[src/rtl/accum_pkg.sv]
package accum_pkg;
   localparam int FN_BITS = 3;

   typedef enum logic [FN_BITS-1:0] {
      FN_HOLD = 3'b000,
      FN_LOAD = 3'b001,
      FN_INV  = 3'b010,
      FN_AND  = 3'b011,
      FN_OR   = 3'b100,
      FN_XOR  = 3'b101,
      FN_ADD  = 3'b110,
      FN_CLR  = 3'b111
   } acc_fn_e;

   localparam int ADDER_RIPPLE = 0;
   localparam int ADDER_INFER  = 1;
endpackage

[src/rtl/accum_adder.sv]
module accum_adder #(
   parameter int WIDTH = 8,
   parameter int STYLE = accum_pkg::ADDER_RIPPLE
) (
   input  logic [WIDTH-1:0] a,
   input  logic [WIDTH-1:0] b,
   input  logic             cin,
   output logic [WIDTH-1:0] sum,
   output logic             cout
);
   if (WIDTH < 1) begin : g_bad_width
      $error("accum_adder: WIDTH must be at least 1");
   end
   if (STYLE != accum_pkg::ADDER_RIPPLE && STYLE != accum_pkg::ADDER_INFER) begin : g_bad_style
      $error("accum_adder: unknown STYLE");
   end

   if (STYLE == accum_pkg::ADDER_RIPPLE) begin : g_ripple
      logic [WIDTH:0] chain;
      assign chain[0] = cin;
      for (genvar i = 0; i < WIDTH; i++) begin : g_fa
         assign sum[i]     = a[i] ^ b[i] ^ chain[i];
         assign chain[i+1] = (a[i] & b[i]) | (chain[i] & (a[i] ^ b[i]));
      end
      assign cout = chain[WIDTH];
   end else begin : g_infer
      logic [WIDTH:0] wide;
      assign wide = {1'b0, a} + {1'b0, b} + {{WIDTH{1'b0}}, cin};
      assign sum  = wide[WIDTH-1:0];
      assign cout = wide[WIDTH];
   end
endmodule

[src/rtl/accum_bit_slice.sv]
module accum_bit_slice
   import accum_pkg::*;
(
   input  logic               clk,
   input  logic               rst,
   input  logic [FN_BITS-1:0] sel,
   input  logic               opr_bit,
   input  logic               sum_bit,
   output logic               q
);
   logic d;

   always_comb begin
      unique case (acc_fn_e'(sel))
         FN_HOLD: d = q;
         FN_LOAD: d = opr_bit;
         FN_INV:  d = ~q;
         FN_AND:  d = q & opr_bit;
         FN_OR:   d = q | opr_bit;
         FN_XOR:  d = q ^ opr_bit;
         FN_ADD:  d = sum_bit;
         FN_CLR:  d = 1'b0;
         default: d = q;
      endcase
   end

   always_ff @(posedge clk) begin
      if (rst) q <= 1'b0;
      else     q <= d;
   end

   a_r2_bit_hold: assert property (@(posedge clk) disable iff (rst)
      (sel == FN_HOLD) |=> $stable(q));
   a_r9_bit_clear: assert property (@(posedge clk) disable iff (rst)
      (sel == FN_CLR) |=> (q == 1'b0));
endmodule

[src/rtl/accum_carry_cell.sv]
module accum_carry_cell
   import accum_pkg::*;
(
   input  logic               clk,
   input  logic               rst,
   input  logic [FN_BITS-1:0] sel,
   input  logic               add_cout,
   output logic               q
);
   logic d;

   always_comb begin
      unique case (acc_fn_e'(sel))
         FN_ADD:  d = add_cout;
         FN_HOLD, FN_LOAD, FN_INV, FN_AND,
         FN_OR,   FN_XOR,  FN_CLR: d = q;
         default: d = q;
      endcase
   end

   always_ff @(posedge clk) begin
      if (rst) q <= 1'b0;
      else     q <= d;
   end

   a_r8_carry_keep: assert property (@(posedge clk) disable iff (rst)
      (sel != FN_ADD) |=> $stable(q));
endmodule

[src/rtl/accum_unit.sv]
module accum_unit
   import accum_pkg::*;
#(
   parameter int WIDTH       = 8,
   parameter int ADDER_STYLE = ADDER_RIPPLE
) (
   input  logic               clk,
   input  logic               rst,
   input  logic [FN_BITS-1:0] func_sel,
   input  logic [WIDTH-1:0]   operand,
   input  logic               carry_in,
   output logic [WIDTH-1:0]   acc_q,
   output logic               carry_q
);
   localparam int FULL_W = WIDTH + 1;

   if (WIDTH < 1 || WIDTH > 64) begin : g_bad_width
      $error("accum_unit: WIDTH must lie in 1..64");
   end

   logic [WIDTH-1:0] sum_w;
   logic             cout_w;

   accum_adder #(.WIDTH(WIDTH), .STYLE(ADDER_STYLE)) u_adder (
      .a    (acc_q),
      .b    (operand),
      .cin  (carry_in),
      .sum  (sum_w),
      .cout (cout_w)
   );

   for (genvar i = 0; i < WIDTH; i++) begin : g_slice
      accum_bit_slice u_slice (
         .clk     (clk),
         .rst     (rst),
         .sel     (func_sel),
         .opr_bit (operand[i]),
         .sum_bit (sum_w[i]),
         .q       (acc_q[i])
      );
   end

   accum_carry_cell u_carry (
      .clk      (clk),
      .rst      (rst),
      .sel      (func_sel),
      .add_cout (cout_w),
      .q        (carry_q)
   );

   a_r1_reset_clears: assert property (@(posedge clk)
      rst |=> (acc_q == '0 && carry_q == 1'b0));
   a_r2_hold_all: assert property (@(posedge clk) disable iff (rst)
      (func_sel == FN_HOLD) |=> ($stable(acc_q) && $stable(carry_q)));
   a_r3_load: assert property (@(posedge clk) disable iff (rst)
      (func_sel == FN_LOAD) |=> (acc_q == $past(operand)));
   a_r4_invert: assert property (@(posedge clk) disable iff (rst)
      (func_sel == FN_INV) |=> (acc_q == ~$past(acc_q)));
   a_r5_and: assert property (@(posedge clk) disable iff (rst)
      (func_sel == FN_AND) |=> (acc_q == ($past(acc_q) & $past(operand))));
   a_r5_or: assert property (@(posedge clk) disable iff (rst)
      (func_sel == FN_OR) |=> (acc_q == ($past(acc_q) | $past(operand))));
   a_r6_xor: assert property (@(posedge clk) disable iff (rst)
      (func_sel == FN_XOR) |=> (acc_q == ($past(acc_q) ^ $past(operand))));
   a_r7_add_sum: assert property (@(posedge clk) disable iff (rst)
      (func_sel == FN_ADD) |=>
         ({carry_q, acc_q} == FULL_W'({1'b0, $past(acc_q)} + {1'b0, $past(operand)}
                                     + FULL_W'($past(carry_in)))));
   a_r9_clear: assert property (@(posedge clk) disable iff (rst)
      (func_sel == FN_CLR) |=> (acc_q == '0));
endmodule

[config.mk]
export PLATFORM = sky130hd
export DESIGN_NAME = accum_unit
export DESIGN_NICKNAME = d
export VERILOG_FILES = /design/src/rtl/accum_pkg.sv /design/src/rtl/accum_adder.sv /design/src/rtl/accum_bit_slice.sv /design/src/rtl/accum_carry_cell.sv /design/src/rtl/accum_unit.sv
export SDC_FILE = /design/constraint.sdc
export NUM_CORES = 1
export LEC_CHECK = 0
export BUFFER_PORTS_ARGS = -buffer_cell sky130_fd_sc_hd__buf_2
export CAP_MARGIN = 25
export CORE_MARGIN = 5
export CORE_UTILIZATION = 40
export DETAILED_ROUTE_END_ITERATION = 10
export HOLD_SLACK_MARGIN = 0.15
export PLACE_DENSITY_LB_ADDON = 0.15
export SYNTH_ARGS = -nofsm -noshare
export SYNTH_HDL_FRONTEND = slang
export SYNTH_SLANG_ARGS = --single-unit
[constraint.sdc]
create_clock -name clk -period 3.9 [get_ports clk]
set_input_delay 0.195 -clock clk [delete_from_list [all_inputs] [get_ports clk]]
set_output_delay 0.195 -clock clk [all_outputs]
set_load 0.03 [all_outputs]
==> summary.md <==
| Metric | Value |
|---|---|
| Port buffer count | `22` |
| Unrepaired setup endpoints after global routing | `false` |
| Avg WL per Cell | `14.16 um` |
| Initial Util | `between 40% and 50%` |
| Number of diodes | `0` |
| Period utilization | `94.51%` |
| WHS | `about 260 ps` |
| Syn_area_per_cell | `between 8 and 9 sq um` |
| Area Overhead vs Synth | `6.193%` |
| EDFF count, synth | `0` |
| Die width | `65.51 um` |
| Fmax | `~270 MHz` |
| WP data arrival | `roughly 3800 ps` |
| Startpoint types | `flip-flop` |
| DRT iter0 DRCs | `33` |
| Crit Path Class | `reg -> reg` |
| CTS root buffer | `clkbuf_4` |
| Post-Syn Area | `0.001232 sq mm` |
| Clock sinks | `9` |
| Via/cell ratio | `~5.3` |
| Status | `completed` |
| Setup ws final | `approximately 210 ps` |
| Worst-margin pin slew | `roughly 640 ps` |
| Final min period | `3686 ps` |
| Max cap viols | `0` |
| Largest net degree at the start of global routing | `37` |
| Final wirelength | `2.663 mm` |
| Via count | `1000` |
| Max IR drop VDD | `about 110 uV` |
| HPWL Detailed | `a little under 2 mm` |
| H-Tree Depth | `1` |
| Maximum root-to-sink buffer count | `2` |
| Crit. End Element | `flip-flop` |
| Later-pin clock latency in the skew report | `between 200 and 300 ps` |
| Nets | `a little under 200` |
| CP max FO | `2` |
| Synthesized flop and latch total | `9` |
| Initial antenna violation count | `0` |
| Seq/Total Area, Yosys | `between 10% and 20%` |
| Worst hold path type | `in -> reg` |
| Layout cells sized above 1 | `about 28%` |
| Post-synth net total | `roughly 180` |
| Final setup TNS | `0 ps` |
| Pre-antenna DRT Iters | `4` |
| Ys async rst share | `0%` |
| Setup Buffers After CTS | `0` |
| Final setup viols | `0` |
| Design Power | `roughly 0.00034 W` |
| Post-DP Area | `between 0.001 and 0.0015 sq mm` |
| Placeable Area | `roughly 0.0030 sq mm` |
| Pre-CTS WS | `-128.5 ps` |
| Cts bufs inserted | `3` |
| Slew Limit Fails | `0` |
| Rel. slew slack | `57.59%` |
| First-pass GRT wire length | `4.754 mm` |
| Tot GR Track Use | `14.08%` |
| Ys flop type | `dfxtp_1` |
| DRC viols | `0` |
| Overflow after GRT | `0` |
| Yosys cell types | `30` |
| TritonCTS clock tree | `yes` |
| Synth Instances | `144` |
| Row count | `20` |
| CTS clock-pin slew for the worst setup and hold paths | `80 ps` |
| Fin. Hold Viols | `0` |
| I/O pins | `23` |
| Final Skew | `6.692 ps` |
| YS warnings | `0` |
| Die ar. | `around 0.0043 sq mm` |
| DRT antenna net count | `0` |
| Layout Cell Area excl Fill | `0.001309 sq mm` |
| Vias in the first global route | `between 1000 and 1500` |
| Power Density | `around 260 mW/mm^2` |
| Die height | `about 66 um` |
| GP Congestion | `about 0.75` |
| Worst endpoint required time | `between 4000 and 5000 ps` |
| Leak | `roughly 0.6 nW` |
## layer usage
metal	track usage, %	wire length [um]	vias to the layer above	share of wire, %
li1	-	-	512	-
met1	18.72	1281	468	48
met2	23.26	1267	18	48
met3	1.709	90	2	3.4
met4	5.181	23	0	0.86
met5	0	0	-	0
## sequential cells by signal (all words and copies together) (netlist names)
register           cells
u_carry.q              1
g_slice.u_slice.q      8
## cells in the final DEF, fill, tap and decap left out, types with 2 or more instances in the layout
cell type,instances
nor2_1,11
nand2b_1,2
buf_2,22
fa_2,7
o221a_1,5
buf_4,2
nand2_1,11
o21bai_1,3
dfxtp_1,9
o21ai_0,11
a2111oi_2,4
inv_1,18
ha_1,16
o211ai_1,7
a21oi_1,8
clkbuf_4,3
a221oi_1,2
## report_power, final
group | total, W | internal, W | switching [W] | leakage (nW)
combinational | 0.000153 | 0.0000623 | 0.0000909 | 0.493
sequential | 0.000111 | 0.000101 | 0.0000100 | 0.0747
clock | 0.0000774 | 0.0000395 | 0.0000379 | 0.0150
total | 0.000341 | 0.000202 | 0.000139 | 0.583
## per-stage QoR
stage          utilization, %  instances
2_1_floorplan               -        144
3_3_place_gp            42.13        184
3_5_place_dp            42.13        184
4_1_cts                 43.33        188
5_1_grt                 43.58        188
6_report                43.58        188
## final timing paths
path | depth (start not counted) | slack [ps] | startpoint | endpoint
worst max register to register | 12 | 210 | g_slice[0].u_slice.q$_SDFFE_PP0N_ | g_slice[7].u_slice.q$_SDFFE_PP0N_
worst min-delay path | 2 | 260 | rst | g_slice[1].u_slice.q$_SDFFE_PP0N_
worst max-delay path | 12 | 210 | g_slice[0].u_slice.q$_SDFFE_PP0N_ | g_slice[7].u_slice.q$_SDFFE_PP0N_
worst min register to register | 2 | 490 | u_carry.q$_SDFFE_PP0N_ | u_carry.q$_SDFFE_PP0N_
## cell families (layout without fill, tap and decap cells)
group           after synthesis  count (layout)  synth area share [%]
compound gates               45              45                 28.02
flops                         9               9                 14.62
buf+inv                      36              47                 16.65
fa+ha+maj                    24              24                 29.24
simple gates                 30              30                 11.47
## critical path: stages (launching register included)
cell and delay (ps):
dfxtp_1 330, inv_1 70, fa_2 350, fa_2 380
fa_2 370, fa_2 370, fa_2 370, fa_2 370
inv_2 70, fa_2 200, fa_1 420, a21oi_1 130
a221oi_1 90
## synthesized netlist by cell type, types with 2 or more instances
library cell	n	area [sq um]
a221oi_1	2	17.52
ha_1	16	200.2
o21ai_0	11	55.05
a21oi_1	8	40.04
a2111oi_2	4	60.06
buf_6	2	22.52
o21bai_1	3	22.52
o221a_1	5	56.30
nand2_1	11	41.29
o211ai_1	7	52.55
nand2b_1	2	12.51
fa_1	8	160.2
buf_4	9	67.56
dfxtp_1	9	180.2
inv_1	19	71.32
nor2_1	11	41.29
buf_2	4	20.02
## what timing repair did
action,in CTS,in global routing
hold buffers,0,0
endpoints found under the setup margin,1,1
endpoints found under the hold margin,0,0
resized for setup,4,4
## final cells by class
class	instances	area, sq um
Inverter	19	71.32
Fill cell	316	1694
Timing Repair Buffer	24	125.1
Multi-Input combinational cell	99	864.6
Clock buffer	4	26.28
Sequential cell	9	180.2
Tap cell	33	41.29
(Power assumes the default switching activity.)
